**src/rtl/tlc_pkg.sv**
```systemverilog
package tlc_pkg;

  typedef enum logic [1:0] {
    PH_HWY_GO   = 2'b00,
    PH_HWY_WARN = 2'b01,
    PH_FARM_GO  = 2'b10,
    PH_FARM_WARN = 2'b11
  } phase_t;

  localparam logic [1:0] LAMP_RED   = 2'b00;
  localparam logic [1:0] LAMP_AMBER = 2'b01;
  localparam logic [1:0] LAMP_GREEN = 2'b10;

  typedef struct packed {
    logic [1:0] hwy;
    logic [1:0] farm;
  } lamps_t;

  function automatic lamps_t lamps_of(phase_t p);
    lamps_t l;
    case (p)
      PH_HWY_GO:    begin l.hwy = LAMP_GREEN; l.farm = LAMP_RED;   end
      PH_HWY_WARN:  begin l.hwy = LAMP_AMBER; l.farm = LAMP_RED;   end
      PH_FARM_GO:   begin l.hwy = LAMP_RED;   l.farm = LAMP_GREEN; end
      PH_FARM_WARN: begin l.hwy = LAMP_RED;   l.farm = LAMP_AMBER; end
      default:      begin l.hwy = LAMP_RED;   l.farm = LAMP_RED;   end
    endcase
    return l;
  endfunction

endpackage

```
**src/rtl/tlc_rst_sync.sv**
```systemverilog
module tlc_rst_sync #(
  parameter int STAGES = 2
) (
  input  logic clk,
  input  logic rst_n,
  output logic rst_n_sync
);
  logic [STAGES-1:0] chain_q;

  always_ff @(posedge clk or negedge rst_n) begin
    if (!rst_n) chain_q <= '0;
    else        chain_q <= {chain_q[STAGES-2:0], 1'b1};
  end

  assign rst_n_sync = chain_q[STAGES-1];
endmodule

```
**src/rtl/tlc_timer.sv**
```systemverilog
module tlc_timer #(
  parameter int SHORT_CYCLES = 4,
  parameter int LONG_CYCLES  = 16
) (
  input  logic clk,
  input  logic rst_n,
  input  logic restart,
  output logic short_done,
  output logic long_done
);
  localparam int CW = $clog2(LONG_CYCLES + 1);
  localparam logic [CW-1:0] SHORT_LIM = CW'(SHORT_CYCLES);
  localparam logic [CW-1:0] LONG_LIM  = CW'(LONG_CYCLES);

  logic [CW-1:0] cnt_q, cnt_d;
  logic          cnt_en;

  always_comb begin
    cnt_en = restart || (cnt_q != LONG_LIM);
    cnt_d  = restart ? '0 : cnt_q + 1'b1;
  end

  always_ff @(posedge clk or negedge rst_n) begin
    if (!rst_n)      cnt_q <= '0;
    else if (cnt_en) cnt_q <= cnt_d;
  end

  assign short_done = (cnt_q >= SHORT_LIM);
  assign long_done  = (cnt_q >= LONG_LIM);

  p_long_implies_short_r8: assert property (@(posedge clk) disable iff (!rst_n)
    long_done |-> short_done);
  p_flag_holds_r8: assert property (@(posedge clk) disable iff (!rst_n)
    (short_done && !restart) |=> short_done);
  p_restart_clears_r8: assert property (@(posedge clk) disable iff (!rst_n)
    restart |=> !long_done);
endmodule

```
**src/rtl/tlc_sequencer.sv**
```systemverilog
module tlc_sequencer
  import tlc_pkg::*;
(
  input  logic   clk,
  input  logic   rst_n,
  input  logic   car,
  input  logic   short_done,
  input  logic   long_done,
  output logic   restart,
  output phase_t phase_q,
  output phase_t phase_d
);
  always_comb begin
    case (phase_q)
      PH_HWY_GO:    phase_d = (car && long_done)  ? PH_HWY_WARN  : PH_HWY_GO;
      PH_HWY_WARN:  phase_d = short_done          ? PH_FARM_GO   : PH_HWY_WARN;
      PH_FARM_GO:   phase_d = (!car || long_done) ? PH_FARM_WARN : PH_FARM_GO;
      PH_FARM_WARN: phase_d = short_done          ? PH_HWY_GO    : PH_FARM_WARN;
      default:      phase_d = PH_HWY_GO;
    endcase
    restart = (phase_d != phase_q);
  end

  always_ff @(posedge clk or negedge rst_n) begin
    if (!rst_n) phase_q <= PH_HWY_GO;
    else        phase_q <= phase_d;
  end

  p_change_needs_restart_r8: assert property (@(posedge clk) disable iff (!rst_n)
    (phase_q != $past(phase_q)) |-> $past(restart));
  p_hwy_warn_min_r3: assert property (@(posedge clk) disable iff (!rst_n)
    (phase_q == PH_HWY_WARN && !short_done) |=> (phase_q == PH_HWY_WARN));
  p_idle_hold_r9: assert property (@(posedge clk) disable iff (!rst_n)
    (phase_q == PH_HWY_GO && !car) |=> (phase_q == PH_HWY_GO));
endmodule

```
**src/rtl/tlc_lamp_reg.sv**
```systemverilog
module tlc_lamp_reg
  import tlc_pkg::*;
(
  input  logic       clk,
  input  logic       rst_n,
  input  phase_t     phase_next,
  output logic [1:0] hwy_lamp,
  output logic [1:0] farm_lamp
);
  lamps_t lamps_d, lamps_q;

  always_comb lamps_d = lamps_of(phase_next);

  always_ff @(posedge clk or negedge rst_n) begin
    if (!rst_n) begin
      lamps_q.hwy  <= LAMP_GREEN;
      lamps_q.farm <= LAMP_RED;
    end else begin
      lamps_q <= lamps_d;
    end
  end

  assign hwy_lamp  = lamps_q.hwy;
  assign farm_lamp = lamps_q.farm;

  p_one_red_r6: assert property (@(posedge clk) disable iff (!rst_n)
    (hwy_lamp == LAMP_RED) || (farm_lamp == LAMP_RED));
  p_legal_code_r7: assert property (@(posedge clk) disable iff (!rst_n)
    (hwy_lamp != 2'b11) && (farm_lamp != 2'b11));
endmodule

```
**src/rtl/tlc_junction.sv**
```systemverilog
module tlc_junction
  import tlc_pkg::*;
#(
  parameter int SHORT_CYCLES = 4,
  parameter int LONG_CYCLES  = 16
) (
  input  logic       clk,
  input  logic       rst_n,
  input  logic       farm_car,
  output logic [1:0] hwy_lamp,
  output logic [1:0] farm_lamp
);
  logic   rst_n_int;
  logic   restart, short_done, long_done;
  phase_t phase_q, phase_d;

  tlc_rst_sync #(.STAGES(2)) u_rst (
    .clk(clk), .rst_n(rst_n), .rst_n_sync(rst_n_int)
  );

  tlc_timer #(.SHORT_CYCLES(SHORT_CYCLES), .LONG_CYCLES(LONG_CYCLES)) u_tmr (
    .clk(clk), .rst_n(rst_n_int), .restart(restart),
    .short_done(short_done), .long_done(long_done)
  );

  tlc_sequencer u_seq (
    .clk(clk), .rst_n(rst_n_int), .car(farm_car),
    .short_done(short_done), .long_done(long_done),
    .restart(restart), .phase_q(phase_q), .phase_d(phase_d)
  );

  tlc_lamp_reg u_lamp (
    .clk(clk), .rst_n(rst_n_int), .phase_next(phase_d),
    .hwy_lamp(hwy_lamp), .farm_lamp(farm_lamp)
  );

  initial begin
    assert (SHORT_CYCLES >= 1 && SHORT_CYCLES < LONG_CYCLES)
      else $error("interval parameters out of order");
  end
endmodule

```
**config.mk**
```make
export PLATFORM = sky130hd
export DESIGN_NAME = tlc_junction
export DESIGN_NICKNAME = d
export VERILOG_FILES = /design/src/rtl/tlc_pkg.sv /design/src/rtl/tlc_rst_sync.sv /design/src/rtl/tlc_timer.sv /design/src/rtl/tlc_sequencer.sv /design/src/rtl/tlc_lamp_reg.sv /design/src/rtl/tlc_junction.sv
export SDC_FILE = /design/constraint.sdc
export NUM_CORES = 1
export LEC_CHECK = 0
export ABC_AREA = 0
export BUFFER_PORTS_ARGS = -buffer_cell sky130_fd_sc_hd__buf_2
export CORE_AREA = 10 10 47 49
export CTS_BUF_LIST = sky130_fd_sc_hd__clkbuf_2 sky130_fd_sc_hd__clkbuf_4 sky130_fd_sc_hd__clkbuf_8
export DETAILED_ROUTE_END_ITERATION = 7
export DIE_AREA = 0 0 57 59
export GPL_TIMING_DRIVEN = 1
export MAX_ROUTING_LAYER = met4
export PLACE_DENSITY = 0.64
export SLEW_MARGIN = 20
export SYNTH_ARGS = -nofsm -noshare
export SYNTH_HDL_FRONTEND = slang
export SYNTH_SLANG_ARGS = --single-unit
```
**constraint.sdc**
```tcl
create_clock -name clk -period 0.8 [get_ports clk]
set_input_delay 0.04 -clock clk [delete_from_list [all_inputs] [get_ports clk]]
set_output_delay 0.04 -clock clk [all_outputs]
set_load 0.005 [all_outputs]
```
==> results of run 1 <==
## registers in the layout (all words and copies together), names as in the netlist
name and count:
u_lamp.farm_lamp 2, u_rst.chain_q 2, u_lamp.hwy_lamp 2, u_tmr.cnt_q 5
u_seq.phase_q 2
## cell usage in the layout, fill, tap and decap left out, drive strengths merged
cell         netlist  layout
and2b              1       1
o21ai              2       2
conb               1       1
buf                1      20
o31ai              1       1
nor3               2       2
nand2b             2       2
dfrtp             12      12
nor2               4       4
clkbuf             1       4
dlygate4sd3        0       1
inv                5       5
a21oi              4       4
mux2i              1       1
nand3              3       3
dfstp              1       1
xnor2              1       1
a211oi             1       1
ha                 2       2
or4b               1       1
and2               1       1
o311ai             1       1
xor2               2       2
a21boi             1       1
a31o               1       1
## cells by family after synthesis
kind of cell / after synthesis
compound gates: 11
xor+xnor: 3
mux: 1
simple gates: 14
flops: 13
buf+inv: 7
other cells: 1
fa+ha+maj: 2
## stage by stage
| step | TNS, ns | util [%] | total power (uW) | cells |
|---|---|---|---|---|
| detailed placement | -5.084 | 51.16 | 2337 | 84 |
| floorplan | -4.536 | - | 1770 | 52 |
| CTS | -5.345 | 57.50 | 2991 | 91 |
| global placement | -4.758 | 51.16 | 2285 | 84 |
| global route | -5.765 | 58.75 | 3277 | 91 |
| finish | -5.051 | 58.75 | 3042 | 91 |
## per-layer routing
| metal | wire [microns] | up-vias | track usage, % |
|---|---|---|---|
| li1 | - | 219 | - |
| met1 | 483 | 216 | 8.138 |
| met2 | 523 | 9 | 11.78 |
| met3 | 80 | 5 | 3.433 |
| met4 | 39 | 0 | 6.040 |
| met5 | 0 | - | - |
## timing repair
item	4_1_cts	5_1_grt
pin swaps	2	1
hold buffers	1	0
buffers inserted	2	0
hold endpoints to repair	2	0
endpoints found under the setup margin	15	15
gates resized for setup	9	3
## layout make-up
cell class / instances / area share [%]
Timing Repair Buffer: 21 / 19.76
Tap cell: 16 / 2.432
Clock buffer: 4 / 3.647
Multi-Input combinational cell: 32 / 32.22
Inverter: 5 / 2.280
Sequential cell: 13 / 39.67
## worst min path at each step
stage | to | slack, ns | cells after the start
after floorplan | u_rst.chain_q[0]$_DFF_PN0_ | -0.26 | 0
after global placement | u_rst.chain_q[0]$_DFF_PN0_ | -0.17 | 1
after detailed placement | u_rst.chain_q[0]$_DFF_PN0_ | -0.17 | 1
after CTS | u_rst.chain_q[0]$_DFF_PN0_ | 0.07 | 2
after global routing | u_rst.chain_q[0]$_DFF_PN0_ | 0.05 | 2
final | u_rst.chain_q[1]$_DFF_PN0_ | 0.06 | 2
## power groups by stage
stage                     registers [uW]  clock network, uW  logic (uW)
after detailed placement            1030                  0        1300
after global placement              1020                  0        1260
final                               1030                440        1570
after CTS                           1020                457        1510
after floorplan                     1070                  0         696
after global routing                1050                493        1740
==> summary.txt, run 1 <==
Final ANT Viol Nets: 0
Final Setup Violations: 14
Max Slew Vio Count: 0
Synth top area share: 50.74%
Synth area leaders: dfrtp_1 51%, dfstp_2 4.4%, ha_1 4.2%
CTS tree: yes
routed via count: 449
routability cong.: 0.8183
first-pass GRT wire length: 2.007 mm
mean area per synthesized cell: 11.38 sq um
post-synthesis sequential area ratio: 55.18%
xor-xnor portion of the synthesized cell area: 4.440%
Reg clk slew, reported paths: 0.08 ns
Inserted Diodes: 0
top_reg_cell synth: dfrtp_1
crit path cell chain: or4b_4 -> a21boi_4 -> a211oi_2
buffers and inverters on the worst path: 0
row cnt: 14
die area: 3363 sq um
Worst Hold Class: in2async
area of the multi-input gates: 265.3 sq um
setup ws final: -0.5180 ns
Synth area leader: dfrtp_1
Net Sw Frac: 33.90%
count leader, synth: dfrtp_1
R2R depth: 3
Fmax: 758.7 MHz
first-iteration detailed-routing DRC count: 5
Req. time, crit path: 1.00 ns
hold slack: 0.06037 ns
final worst-path cycle share: 164.8%
Distinct cells, synth: 24
Setup Skew: 0.001038 ns
DIE HEIGHT: 59 microns
Worst path max stage delay: 0.54 ns
WP data arrival: 1.52 ns
most frequent cells after synthesis: 12 x dfrtp_1, 5 x inv_1, 4 x a21oi_1, 4 x nor2_1, 3 x nand3_1
Synth Area in Simple Gates: 13.53%
die width: 57 microns
Final Hold Fails: 0
initial core utilization: 42.23%
Crit path depth: 3
Synthesized Nets: 57
Top Family by Delay on Critical Path: simple AND/OR/NAND/NOR gates
Gate Count Post-Synth: 52
DRT Wirelength: 1.127 mm
fillers: 126
register bit total from synthesis: 13
reg2reg setup slack: -0.52 ns
adder-cell share of the synthesized area: 4.228%
Inserted Clock Buffers: 3
clk_lat worst skew: 0.28 ns
Setup CP Type: reg2reg
post-synthesis mux area share: 1.691%
crit path launch type: register
DR vias/cell: 4.934
DR WL/cell: 12.38 microns
largest family of logic cells by synthesized area: compound AO/OA/AOI/OAI gates
post-synthesis instance area: 591.8 sq um
worst-path fanout max: 5
Clock Power Share: 14.5%
nets: 81
CORE AREA: 1401 sq um
largest net degree at the start of global routing: 12
Async SR Flop Fraction: 100.0%
register area: 326.6 sq um
status: finished with violations
Finished Cell Area: 823.3 sq um
Buffers on Ports: 6
EDFF count, synth: 0
maximum VDD drop: 1.922 mV
clock tree buffer depth: 2
area grow syn2layout: 39.11%
end of the worst register-to-register path: u_tmr.cnt_q[1]$_DFFE_PN0P_
CTS sink count: 13
Pre-antenna DRT Iters: 4
H-tree levels: 1
combinational power share: 51.8%
# IOs: 7
number of global-route vias before repair: 445
sequential share of power: 33.8%
Compound-Gate Fraction of Synth Area: 14.59%
reg-to-reg startpoint: u_tmr.cnt_q[3]$_DFFE_PN0P_
CP max-delay cell: or4b_4
layout cell share with drive strength beyond 1: 45.33%
failing checks: negative setup slack
dpl hpwl: 848 microns
Ys Warns: 0
RSZ-0062 raised after global routing: yes
DRC viols: 0
GRT Util Overall: 7.928%
initial antenna violation count: 0
Pint: 2011 uW
Worst Setup EP: u_tmr.cnt_q[1]$_DFFE_PN0P_
pwr dens: 3695 nW/um^2
Switch Pwr: 1031 uW
gr ovfl total: 0
Worst setup EP type: register
final worst path period need: 1.318 ns
max_cap viols: 0
static leakage power: 0.0004017 uW
Worst setup startpoint: u_tmr.cnt_q[3]$_DFFE_PN0P_
placed cell areas: 716.9 sq um
pre-CTS setup slack: -0.5746 ns
clock root buffer: clkbuf_4
No activity file was read; power rests on OpenSTA's default activity.
==> inputs of run 2 (changes only) <==
- PLACE_DENSITY: 0.64 -> 0.66
==> run 2 against run 1 <==
Against the previous run:
- the flow still finishes with violations (negative setup slack)
- clock power shrank 1%
- worst hold slack gained 0.0059 ns
- register-to-register slack lost 0.03 ns
- largest cell class unchanged
- non-clock buffer count shrank 2
- power shrank 4.5%
- clock skew grew 0.0036 ns
- critical path type unchanged
- first-iteration DRC count grew 20%
- routed wire length is essentially flat
- final cell count shrank 2.2%
==> summary.txt, run 2 (synthesis gave the netlist of run 1 again) <==
Post-Route Setup TNS: -5.375 ns
Worst Setup EP: u_tmr.cnt_q[0]$_DFFE_PN0P_
failing checks: negative setup slack
DRT Wirelength: 1.128 mm
R2R depth: 3
GRT Util Overall: 7.647%
Buffers on Ports: 6
die width: 57 microns
busiest grt layer: met2
reg2reg setup slack: -0.54 ns
max_cap viols: 0
Worst setup EP type: register
routability cong.: 0.8123
Inserted Diodes: 0
Final Setup Violations: 13
placed cell areas: 716.9 sq um
DR vias/cell: 4.888
crit path cell chain: or4b_4 -> a21boi_4 -> nor3_2
setup ws final: -0.5436 ns
final worst path period need: 1.344 ns
maximum VDD drop: 1.979 mV
crit path launch type: register
Worst path max stage delay: 0.55 ns
CP max-delay cell: or4b_4
Final Hold Fails: 0
met3 usage: 3.219%
CORE AREA: 1401 sq um
WP data arrival: 1.54 ns
Setup CP Type: reg2reg
H-tree levels: 1
end of the worst register-to-register path: u_tmr.cnt_q[0]$_DFFE_PN0P_
clock tree buffer depth: 2
initial antenna violation count: 0
DRC viols: 0
reg-to-reg startpoint: u_tmr.cnt_q[3]$_DFFE_PN0P_
status: finished with violations
clock root buffer: clkbuf_4
static leakage power: 0.0003827 uW
Finished Cell Area: 779.5 sq um
worst-path fanout max: 5
M2 GR Usage: 12.25%
area grow syn2layout: 31.71%
fillers: 129
largest net degree at the start of global routing: 12
Worst setup startpoint: u_tmr.cnt_q[3]$_DFFE_PN0P_
first-pass GRT wire length: 1.945 mm
initial core utilization: 42.23%
Most flops, register: u_tmr.cnt_q
number of global-route vias before repair: 452
Worst Hold Class: in2async
routed via count: 435
first-iteration detailed-routing DRC count: 6
CTS tree: yes
most frequent cells in the layout: 12 x dfrtp_1, 11 x buf_4, 5 x inv_1, 5 x buf_2
final worst-path cycle share: 168.0%
total power: 2905 uW
nets: 79
Max Slew Vio Count: 0
# IOs: 7
clk_lat worst skew: 0.27 ns
area of the multi-input gates: 244.0 sq um
leading cell type in the layout, fill and taps excluded: dfrtp_1
pwr dens: 3727 nW/um^2
met1 Use GR: 7.862%
Setup Skew: 0.004663 ns
CTS sink count: 13
layout cell share with drive strength beyond 1: 41.10%
Final ANT Viol Nets: 0
Pre-antenna DRT Iters: 4
DR WL/cell: 12.67 microns
row cnt: 14
DIE HEIGHT: 59 microns
die area: 3363 sq um
dpl hpwl: 819.7 microns
Inserted Clock Buffers: 3
register area: 326.6 sq um
Fmax: 744.3 MHz
postcts setup bufs: 0
gr ovfl total: 0
max FFs per register: 5
RSZ-0062 raised after global routing: yes
Req. time, crit path: 0.99 ns
Reg clk slew, reported paths: 0.08 ns
==> run 2: through the flow <==
stage	utilization [%]	hold WS (ns)	std cells	setup WS [ns]
2_1_floorplan	-	-0.2556	52	-0.5658
3_3_place_gp	51.16	-0.1753	84	-0.4910
3_5_place_dp	51.16	-0.1737	84	-0.5440
4_1_cts	55.36	0.06022	89	-0.5449
5_1_grt	55.63	0.07627	89	-0.5879
6_report	55.63	0.06626	89	-0.5436
==> run 2: area by class of cell <==
class                   instances  area share (%)
multi-input cells              32           31.30
well taps                      16           2.568
inverters                       5           2.408
repair buffers                 19           17.98
clock buffers                   4           3.852
flip-flops and latches         13           41.89
==> run 2: timing repair <==
action / in CTS / in global routing
endpoints found under the setup margin: 14 / 15
resized for setup: 5 / 3
hold buffers: 1 / 0
pin swaps: 2 / 1
endpoints found under the hold margin: 2 / 0
==> run 2: how the worst min path moves through the flow <==
stage / startpoint / end / slack, ns / depth (start not counted)
after floorplan: rst_n / u_rst.chain_q[0]$_DFF_PN0_ / -0.26 / 0
after global placement: rst_n / u_rst.chain_q[0]$_DFF_PN0_ / -0.18 / 1
after detailed placement: rst_n / u_rst.chain_q[0]$_DFF_PN0_ / -0.17 / 1
after CTS: rst_n / u_rst.chain_q[1]$_DFF_PN0_ / 0.06 / 2
after global routing: rst_n / u_rst.chain_q[0]$_DFF_PN0_ / 0.08 / 2
final: rst_n / u_rst.chain_q[0]$_DFF_PN0_ / 0.07 / 2
==> run 2: power by group <==
group	total [uW]	switching (uW)	leakage [uW]	internal (uW)
sequential	1030	120	0.000162	907
clock	435	209	0.0000184	227
combinational	1440	659	0.000202	784
total	2910	987	0.000383	1920
==> run 2: routing by layer <==
metal / wire length [microns] / vias to the layer above
met5: 0 / -
li1: - / 214
met1: 495 / 211
met4: 11 / 0
met3: 66 / 2
met2: 554 / 8
==> run 2: worst max-delay path: cells and delay by family, from the launching register on <==
family           cells  cell delay, ns
AND/OR/NAND/NOR      2            0.71
flip-flops           1            0.38
AO/OA/AOI/OAI        1            0.18
==> inputs of run 3 (changes only) <==
- SKIP_CTS_REPAIR_TIMING: default -> 1
==> run 3 against run 2 <==
Against the previous run:
- the run still ends with negative setup slack left
- critical path depth did not move
- sequential power is essentially flat
- via count increased by 0.92%
- final cell count unchanged
- setup slack better by 0.0041 ns
- cell area is the same
- sequential share of layout area did not move
- die area unchanged
- routed wire length down 0.71%
- global-route usage fell by 0.27 points
==> summary.txt, run 3 (synthesis gave the netlist of run 1 again) <==
status: finished with violations
failing checks: negative setup slack
CTS tree: yes
pwr dens: 3693 nW/um^2
leading cell type in the layout, fill and taps excluded: dfrtp_1
RSZ-0062 raised after global routing: yes
routability cong.: 0.8123
Worst setup EP type: register
dpl hpwl: 819.7 microns
CORE AREA: 1401 sq um
Post-Route Setup TNS: -5.327 ns
fillers: 129
CP max-delay cell: or4b_4
Inserted Clock Buffers: 3
nets: 79
clk_lat worst skew: 0.27 ns
final worst-path cycle share: 167.4%
initial antenna violation count: 0
busiest grt layer: met2
worst-path fanout max: 5
M2 GR Usage: 10.85%
DRT Wirelength: 1.120 mm
area grow syn2layout: 31.71%
hold slack: 0.06963 ns
R2R depth: 3
Final Hold Fails: 0
Worst Hold Class: in2async
DR WL/cell: 12.58 microns
Setup Skew: 0.002254 ns
met3 usage: 3.433%
Pre-antenna DRT Iters: 4
Final Util: 55.63%
max_cap viols: 0
die width: 57 microns
clock root buffer: clkbuf_4
Most flops, register: u_tmr.cnt_q
die area: 3363 sq um
DRC viols: 0
clock tree buffer depth: 2
pre-CTS setup slack: -0.5440 ns
Setup CP Type: reg2reg
gr ovfl total: 0
GRT Util Overall: 7.377%
maximum VDD drop: 1.973 mV
layout cell share with drive strength beyond 1: 41.10%
# IOs: 7
DIE HEIGHT: 59 microns
static leakage power: 0.0003818 uW
CTS sink count: 13
final worst path period need: 1.340 ns
Final Setup Violations: 13
Req. time, crit path: 0.99 ns
first-pass GRT wire length: 1.835 mm
H-tree levels: 1
routed via count: 439
number of global-route vias before repair: 419
Worst path max stage delay: 0.55 ns
crit path launch type: register
most frequent cells in the layout: 12 x dfrtp_1, 11 x buf_4, 5 x inv_1, 5 x buf_2
setup ws final: -0.5396 ns
crit path cell chain: or4b_4 -> a21boi_4 -> nor3_2
Buffers on Ports: 6
DR vias/cell: 4.933
largest net degree at the start of global routing: 12
first-iteration detailed-routing DRC count: 3
Fmax: 746.5 MHz
row cnt: 14
WP data arrival: 1.53 ns
max FFs per register: 5
Reg clk slew, reported paths: 0.08 ns
Max Slew Vio Count: 0
Final ANT Viol Nets: 0
Inserted Diodes: 0
met1 Use GR: 8.108%
initial core utilization: 42.23%
-- run 3: power by group --
group | switching [uW] | internal, uW
combinational | 647 | 776
sequential | 117 | 907
clock | 205 | 227
-- run 3: critical path, delay by kind of cell (launching register included) --
kind	cells	cell delay, ns
simple gates	2	0.71
compound gates	1	0.18
flops	1	0.38
-- run 3: final cells by class --
class / count / area [sq um] / area share [%]
multi-input cells: 32 / 244.0 / 31.30
repair buffers: 19 / 140.1 / 17.98
well taps: 16 / 20.02 / 2.568
inverters: 5 / 18.77 / 2.408
flip-flops and latches: 13 / 326.6 / 41.89
clock buffers: 4 / 30.03 / 3.852
-- run 3: final timing paths --
path / slack [ns] / end / start
setup / recovery: -0.54 / u_tmr.cnt_q[0]$_DFFE_PN0P_ / u_tmr.cnt_q[3]$_DFFE_PN0P_
hold / removal: 0.07 / u_rst.chain_q[0]$_DFF_PN0_ / rst_n
setup reg to reg: -0.54 / u_tmr.cnt_q[0]$_DFFE_PN0P_ / u_tmr.cnt_q[3]$_DFFE_PN0P_
hold reg to reg: 0.16 / u_seq.phase_q[0]$_DFF_PN0_ / u_rst.chain_q[1]$_DFF_PN0_
max in group asynchronous: 0.42 / u_lamp.hwy_lamp[1]$_DFF_PN1_ / u_rst.chain_q[1]$_DFF_PN0_
min in group clk: 0.16 / u_lamp.hwy_lamp[1]$_DFF_PN1_ / farm_car
-- run 3: per-layer routing --
metal,routed length [microns],share of wire (%),vias up
li1,-,-,216
met1,495,44,209
met2,540,48,12
met3,73,6.5,2
met4,10,0.89,0
met5,0,0,-
-- run 3: per-stage QoR --
step / cell area (sq um) / instances / total power (uW)
after global placement: 716.9 / 84 / 2291
final: 779.5 / 89 / 2879
after global routing: 779.5 / 89 / 3120
after CTS: 747.0 / 88 / 2787
after floorplan: 591.8 / 52 / 1770
after detailed placement: 716.9 / 84 / 2342
